==> src/rtl/wdw_pkg.sv <==
// Shared definitions for the heartbeat window watchdog.
// Assumes: nothing beyond standard SystemVerilog.
package wdw_pkg;

    // Oscillator half: charging ramps up, discharging ramps down / parks at zero.
    typedef enum logic {
        PH_DISCHARGE = 1'b0,
        PH_CHARGE    = 1'b1
    } osc_phase_e;

    // Width of a counter that must hold window plus low-time periods.
    function automatic int cnt_width(input int win, input int low);
        return $clog2(win + low);
    endfunction

endpackage

==> src/rtl/wdw_hb_sync.sv <==
// Heartbeat synchronizer and rising-edge detector.
// Brings the asynchronous heartbeat through STAGES flops, then flags a
// one-cycle pulse when the synchronized level goes from 0 to 1.
// Assumes: STAGES >= 2; heartbeat pulses are wider than STAGES+1 clocks.
module wdw_hb_sync #(
    parameter int STAGES = 2
) (
    input  logic clk,
    input  logic rst_n,
    input  logic hb_in,
    output logic hb_rise
);

    logic [STAGES-1:0] sync_q;
    logic              level_q;

    // Build the synchronizer chain, one flop per stage.
    for (genvar g = 0; g < STAGES; g++) begin : g_stage
        if (g == 0) begin : g_first
            // First stage samples the raw heartbeat.
            always_ff @(posedge clk) begin
                if (!rst_n) sync_q[0] <= 1'b0;
                else        sync_q[0] <= hb_in;
            end
        end else begin : g_next
            // Later stages pass the level along.
            always_ff @(posedge clk) begin
                if (!rst_n) sync_q[g] <= 1'b0;
                else        sync_q[g] <= sync_q[g-1];
            end
        end
    end

    // Remember the last synchronized level for edge detection.
    always_ff @(posedge clk) begin
        if (!rst_n) level_q <= 1'b0;
        else        level_q <= sync_q[STAGES-1];
    end

    assign hb_rise = sync_q[STAGES-1] & ~level_q;

endmodule

==> src/rtl/wdw_osc.sv <==
// Phase model of the triangular timing oscillator.
// The phase flips on every half-period tick. A heartbeat edge seen in the
// charge half forces the discharge half (resynchronization). Resync is
// suppressed during a fault. When inactive the phase parks at discharge.
// Assumes: half_tick is a single-cycle pulse.
module wdw_osc
    import wdw_pkg::*;
(
    input  logic       clk,
    input  logic       rst_n,
    input  logic       active,
    input  logic       in_fault,
    input  logic       hb_rise,
    input  logic       half_tick,
    output osc_phase_e phase
);

    logic resync;

    assign resync = hb_rise & ~in_fault & (phase == PH_CHARGE);

    // Advance, resynchronize or park the oscillator phase.
    always_ff @(posedge clk) begin
        if (!rst_n) begin
            phase <= PH_DISCHARGE;
        end else if (!active) begin
            phase <= PH_DISCHARGE;
        end else if (resync) begin
            phase <= PH_DISCHARGE;
        end else if (half_tick) begin
            phase <= (phase == PH_CHARGE) ? PH_DISCHARGE : PH_CHARGE;
        end
    end

endmodule

==> src/rtl/wdw_core.sv <==
// Period counter, fault generation and deferred enable.
// Counts completed charge halves. A heartbeat edge clears the count outside
// a fault. Reaching WIN_PERIODS raises the fault, which lasts LOW_PERIODS
// further periods and then wraps the counter to zero. The enable is sampled
// only when no fault is active or being raised.
// Assumes: WIN_PERIODS >= 2, LOW_PERIODS >= 1.
module wdw_core
    import wdw_pkg::*;
#(
    parameter int WIN_PERIODS = 48,
    parameter int LOW_PERIODS = 16,
    localparam int CNT_W = cnt_width(WIN_PERIODS, LOW_PERIODS)
) (
    input  logic             clk,
    input  logic             rst_n,
    input  logic             wd_en,
    input  logic             hb_rise,
    input  logic             half_tick,
    input  osc_phase_e       phase,
    output logic             active,
    output logic             in_fault,
    output logic [CNT_W-1:0] cnt
);

    localparam logic [CNT_W-1:0] PRE_FAULT = CNT_W'(WIN_PERIODS - 1);
    localparam logic [CNT_W-1:0] LAST_CNT  = CNT_W'(WIN_PERIODS + LOW_PERIODS - 1);

    logic period_end;
    logic fault_set;
    logic fault_clr;

    assign period_end = active & half_tick & (phase == PH_CHARGE);
    assign fault_set  = ~in_fault & period_end & ~hb_rise & (cnt == PRE_FAULT);
    assign fault_clr  = in_fault & period_end & (cnt == LAST_CNT);

    // Sample the enable only when no fault is running or starting.
    always_ff @(posedge clk) begin
        if (!rst_n)                       active <= 1'b0;
        else if (!in_fault && !fault_set) active <= wd_en;
    end

    // Track the fault low time.
    always_ff @(posedge clk) begin
        if (!rst_n)         in_fault <= 1'b0;
        else if (!active)   in_fault <= 1'b0;
        else if (fault_set) in_fault <= 1'b1;
        else if (fault_clr) in_fault <= 1'b0;
    end

    // Count oscillator periods, clear on heartbeat, wrap after the low time.
    always_ff @(posedge clk) begin
        if (!rst_n) begin
            cnt <= '0;
        end else if (!active) begin
            cnt <= '0;
        end else if (in_fault) begin
            if (fault_clr)       cnt <= '0;
            else if (period_end) cnt <= cnt + 1'b1;
        end else if (hb_rise) begin
            cnt <= '0;
        end else if (period_end) begin
            cnt <= cnt + 1'b1;
        end
    end

endmodule

==> src/rtl/wdw_monitor.sv <==
// Heartbeat window watchdog, top level.
// Joins the heartbeat synchronizer, the oscillator phase model and the
// period counter. The fault is brought out active low. Counter and phase are
// exposed for observation.
// Assumes: half_tick is produced by the oscillator timing source in this
// clock domain as one-cycle pulses.
module wdw_monitor
    import wdw_pkg::*;
#(
    parameter int WIN_PERIODS = 48,
    parameter int LOW_PERIODS = 16,
    parameter int SYNC_STAGES = 2,
    localparam int CNT_W = cnt_width(WIN_PERIODS, LOW_PERIODS)
) (
    input  logic             clk,
    input  logic             rst_n,
    input  logic             hb_in,
    input  logic             wd_en,
    input  logic             half_tick,
    output logic             fault_n,
    output logic [CNT_W-1:0] cnt_dbg,
    output logic             phase_chg
);

    logic       hb_rise;
    logic       wd_active;
    logic       in_fault;
    osc_phase_e phase;

    wdw_hb_sync #(
        .STAGES (SYNC_STAGES)
    ) u_sync (
        .clk     (clk),
        .rst_n   (rst_n),
        .hb_in   (hb_in),
        .hb_rise (hb_rise)
    );

    wdw_osc u_osc (
        .clk       (clk),
        .rst_n     (rst_n),
        .active    (wd_active),
        .in_fault  (in_fault),
        .hb_rise   (hb_rise),
        .half_tick (half_tick),
        .phase     (phase)
    );

    wdw_core #(
        .WIN_PERIODS (WIN_PERIODS),
        .LOW_PERIODS (LOW_PERIODS)
    ) u_core (
        .clk       (clk),
        .rst_n     (rst_n),
        .wd_en     (wd_en),
        .hb_rise   (hb_rise),
        .half_tick (half_tick),
        .phase     (phase),
        .active    (wd_active),
        .in_fault  (in_fault),
        .cnt       (cnt_dbg)
    );

    assign fault_n   = ~in_fault;
    assign phase_chg = (phase == PH_CHARGE);

endmodule

==> config.mk <==
export PLATFORM = sky130hd
export DESIGN_NAME = wdw_monitor
export DESIGN_NICKNAME = d
export VERILOG_FILES = /design/src/rtl/wdw_pkg.sv /design/src/rtl/wdw_hb_sync.sv /design/src/rtl/wdw_osc.sv /design/src/rtl/wdw_core.sv /design/src/rtl/wdw_monitor.sv
export SDC_FILE = /design/constraint.sdc
export NUM_CORES = 1
export LEC_CHECK = 0
export CAP_MARGIN = 25
export CORE_AREA = 2 2 39 41
export CTS_CLUSTER_SIZE = 28
export DETAILED_ROUTE_END_ITERATION = 10
export DIE_AREA = 0 0 41 43
export DONT_BUFFER_PORTS = 1
export GPL_TIMING_DRIVEN = 0
export PLACE_DENSITY = 0.53
export SLEW_MARGIN = 20
export SYNTH_ARGS = -nofsm -noshare
export SYNTH_HDL_FRONTEND = slang
export SYNTH_SLANG_ARGS = --single-unit
==> constraint.sdc <==
create_clock -name clk -period 1.7 [get_ports clk]
set_clock_uncertainty 0.1 [all_clocks]
set_input_delay 0.085 -clock clk [delete_from_list [all_inputs] [get_ports clk]]
set_output_delay 0.085 -clock clk [all_outputs]
set_load 0.02 [all_outputs]
==> out/qor.txt <==
Status = finished clean
FFs w/ async S/R, synth = 0%
Syn nets = 63
Pleak = 0.232 nW
Syn avg cell area = 9.72 um^2
DRT iter0 DRCs = 5
Post-synth EDFFs = 0
Sequential area share after synthesis = 43.3%
Min Tclk post-route = 1.56 ns
Largest net degree at the start of global routing = 9
Core ar. = 0.00138 mm^2
Residual DRC count = 0
VDD IR-drop max = 0.614 mV
Worst endpoint required time = 1.80 ns
Num CTS Buffers = 3
Worst Hold Class = in -> reg
Cell Area, Placed = 574 um^2
Setup Viol. Count Final = 0
Final Slew Violations = 0
GPL Wtd Cong = 0.693
Site row count = 14
Clk pin slew, worst setup/hold paths = 0.08 ns
CTS Sinks = 12
Layout cells sized above 1 = 16.9%
Final worst-path cycle share = 92.0%
FMAX = 0.639 GHz
Yosys warns = 0
Top cell type's share of synthesized area = 43.3%
Congestion Overflow GR = 0
Top cells by count, synth = dfxtp_1 (12), nor2_1 (6), and2_1 (5)
Pwr per Cell Area = 823 mW/mm^2
Routed via count = 423
Layout net count = 72
Crit. End Element = flop
First-pass GRT wire length = 1.77 mm
Critical path data arrival time = 1.67 ns
Top-count cell post-synth = dfxtp_1
Postcts setup bufs = 0
Distinct cells, synth = 24
Post-DP HPWL = 742 um
R2r worst-path depth = 4
Post-Layout Cell Count = 81
Least-Margin Pin Slew = 0.404 ns
Initial antenna violation count = 0
Maxcap violations = 0
Clock tree buffer depth = 2
Clk root buf = clkbuf_4
Global-route usage over all layers = 14.9%
RSZ-0062 raised after global routing = no
Die area = 0.00176 mm^2
CTS tree = done
CP Class = reg -> reg
Synth top area cells = dfxtp_1 (43%), xor2_1 (6.3%), and2_1 (5.6%)
Syn Inst Count = 57
Synth Flop Type = dfxtp_1
Area leader, netlist = dfxtp_1
Rel. slew slack = 73.0%
Worst-skew pair later-pin latency = 0.27 ns
CP max FO = 4
Post-synthesis cell area = 554 um^2
Hold WS = 0.0814 ns
Io pins = 13
Die Width = 41 um
WHS Path Cells = 3
IO buf count = 0
Core Util, Final = 47.0%
CP startpoint kind = flop
Drt total wl = 1.01 mm
Vias in the first global route = 426
Setup total negative slack = 0 ns
Fin area = 651 um^2
Wirelength per Cell = 12.5 um
Synthesis-stage register bit count = 12
Htree depth = 1
Routed Antenna Nets = 0
DP Cell Count = 73
Layout Area Growth over Synthesis = 17.4%
Initial Utilization = 40.1%
1st-pass router iterations = 4
ANT cells = 0
Via density = 5.22
Die Ht = 43 um
Final Hold Viols = 0
[registers in the layout (all words and copies together), names as in the netlist]
name and count:
u_core.active 1, u_core.in_fault 1, u_core.cnt 6, u_sync.sync_q 2, u_osc.phase 1, u_sync.level_q 1
[per-layer routing]
layer	global-route usage, %	routed length, um	vias up
li1	-	-	215
met1	16.5	435	197
met2	22.5	517	11
met3	9.95	61	0
met4	4.00	0	0
met5	0	0	-
[logic make-up after synthesis]
family,synth area share [%]
fa+ha+maj,2.26
compound gates,13.8
simple gates,29.8
buf+inv,2.71
flops,43.3
xor+xnor,6.32
mux,1.81
[where the power goes]
part	total (W)	switching (W)	internal, W
combinational	0.0000215	0.00000885	0.0000126
sequential	0.000289	0.00000304	0.000286
clock	0.000225	0.0000953	0.000130
[worst max-delay path, cell delays in order, from the launching register on]
cell and delay (ns):
dfxtp_1 0.51, ha_1 0.32, nand3_4 0.11, o31ai_4 0.26
mux2i_1 0.19
[path summary, 6_finish.rpt]
check                               from                           to  slack, ns
min                            half_tick     u_osc.phase$_SDFFE_PP0P_       0.08
min reg2reg  u_sync.sync_q[0]$_SDFF_PN0_  u_sync.sync_q[1]$_SDFF_PN0_       0.33
max reg2reg     u_core.cnt[0]$_SDFF_PN0_   u_core.active$_SDFFE_PN0P_       0.14
max             u_core.cnt[0]$_SDFF_PN0_   u_core.active$_SDFFE_PN0P_       0.14
[cells in the final DEF, fill, tap and decap left out]
cell and n:
nand3_1 3, o22ai_1 1, ha_1 1, nand4b_1 1, a41o_2 1, buf_6 1, o21ai_0 4, nand2b_1 1
xor2_1 4, and3_1 2, and2_1 5, dlygate4sd3_1 4, clkbuf_8 1, and2b_2 1, nor2_1 6, dfxtp_1 12
a21oi_1 2, inv_1 1, nand4_1 1, nor3b_2 1, nand2_1 4, o31ai_4 1, nand3_4 1, mux2i_1 1
o21bai_1 1, clkbuf_4 3, or2b_2 1
[metrics by stage]
stage / worst slack (ns) / power [W]
after CTS: 0.114 / 0.000545
after detailed placement: 0.157 / 0.000309
final: 0.135 / 0.000536
after global placement: 0.149 / 0.000308
after global routing: 0.0255 / 0.000564
after floorplan: 0.256 / 0.000306
[repair_timing]
item	CTS	global route
gates resized for setup	0	0
hold buffers	4	0
endpoints found under the hold margin	8	0
[cell type report]
type | instances | area, um^2
Fill cell | 138 | 733
Multi-Input combinational cell | 43 | 299
Sequential cell | 12 | 240
Timing Repair Buffer | 4 | 40.0
Clock buffer | 4 | 36.3
Tap cell | 16 | 20.0
Buffer | 1 | 11.3
Inverter | 1 | 3.75
(Power assumes the default switching activity.)
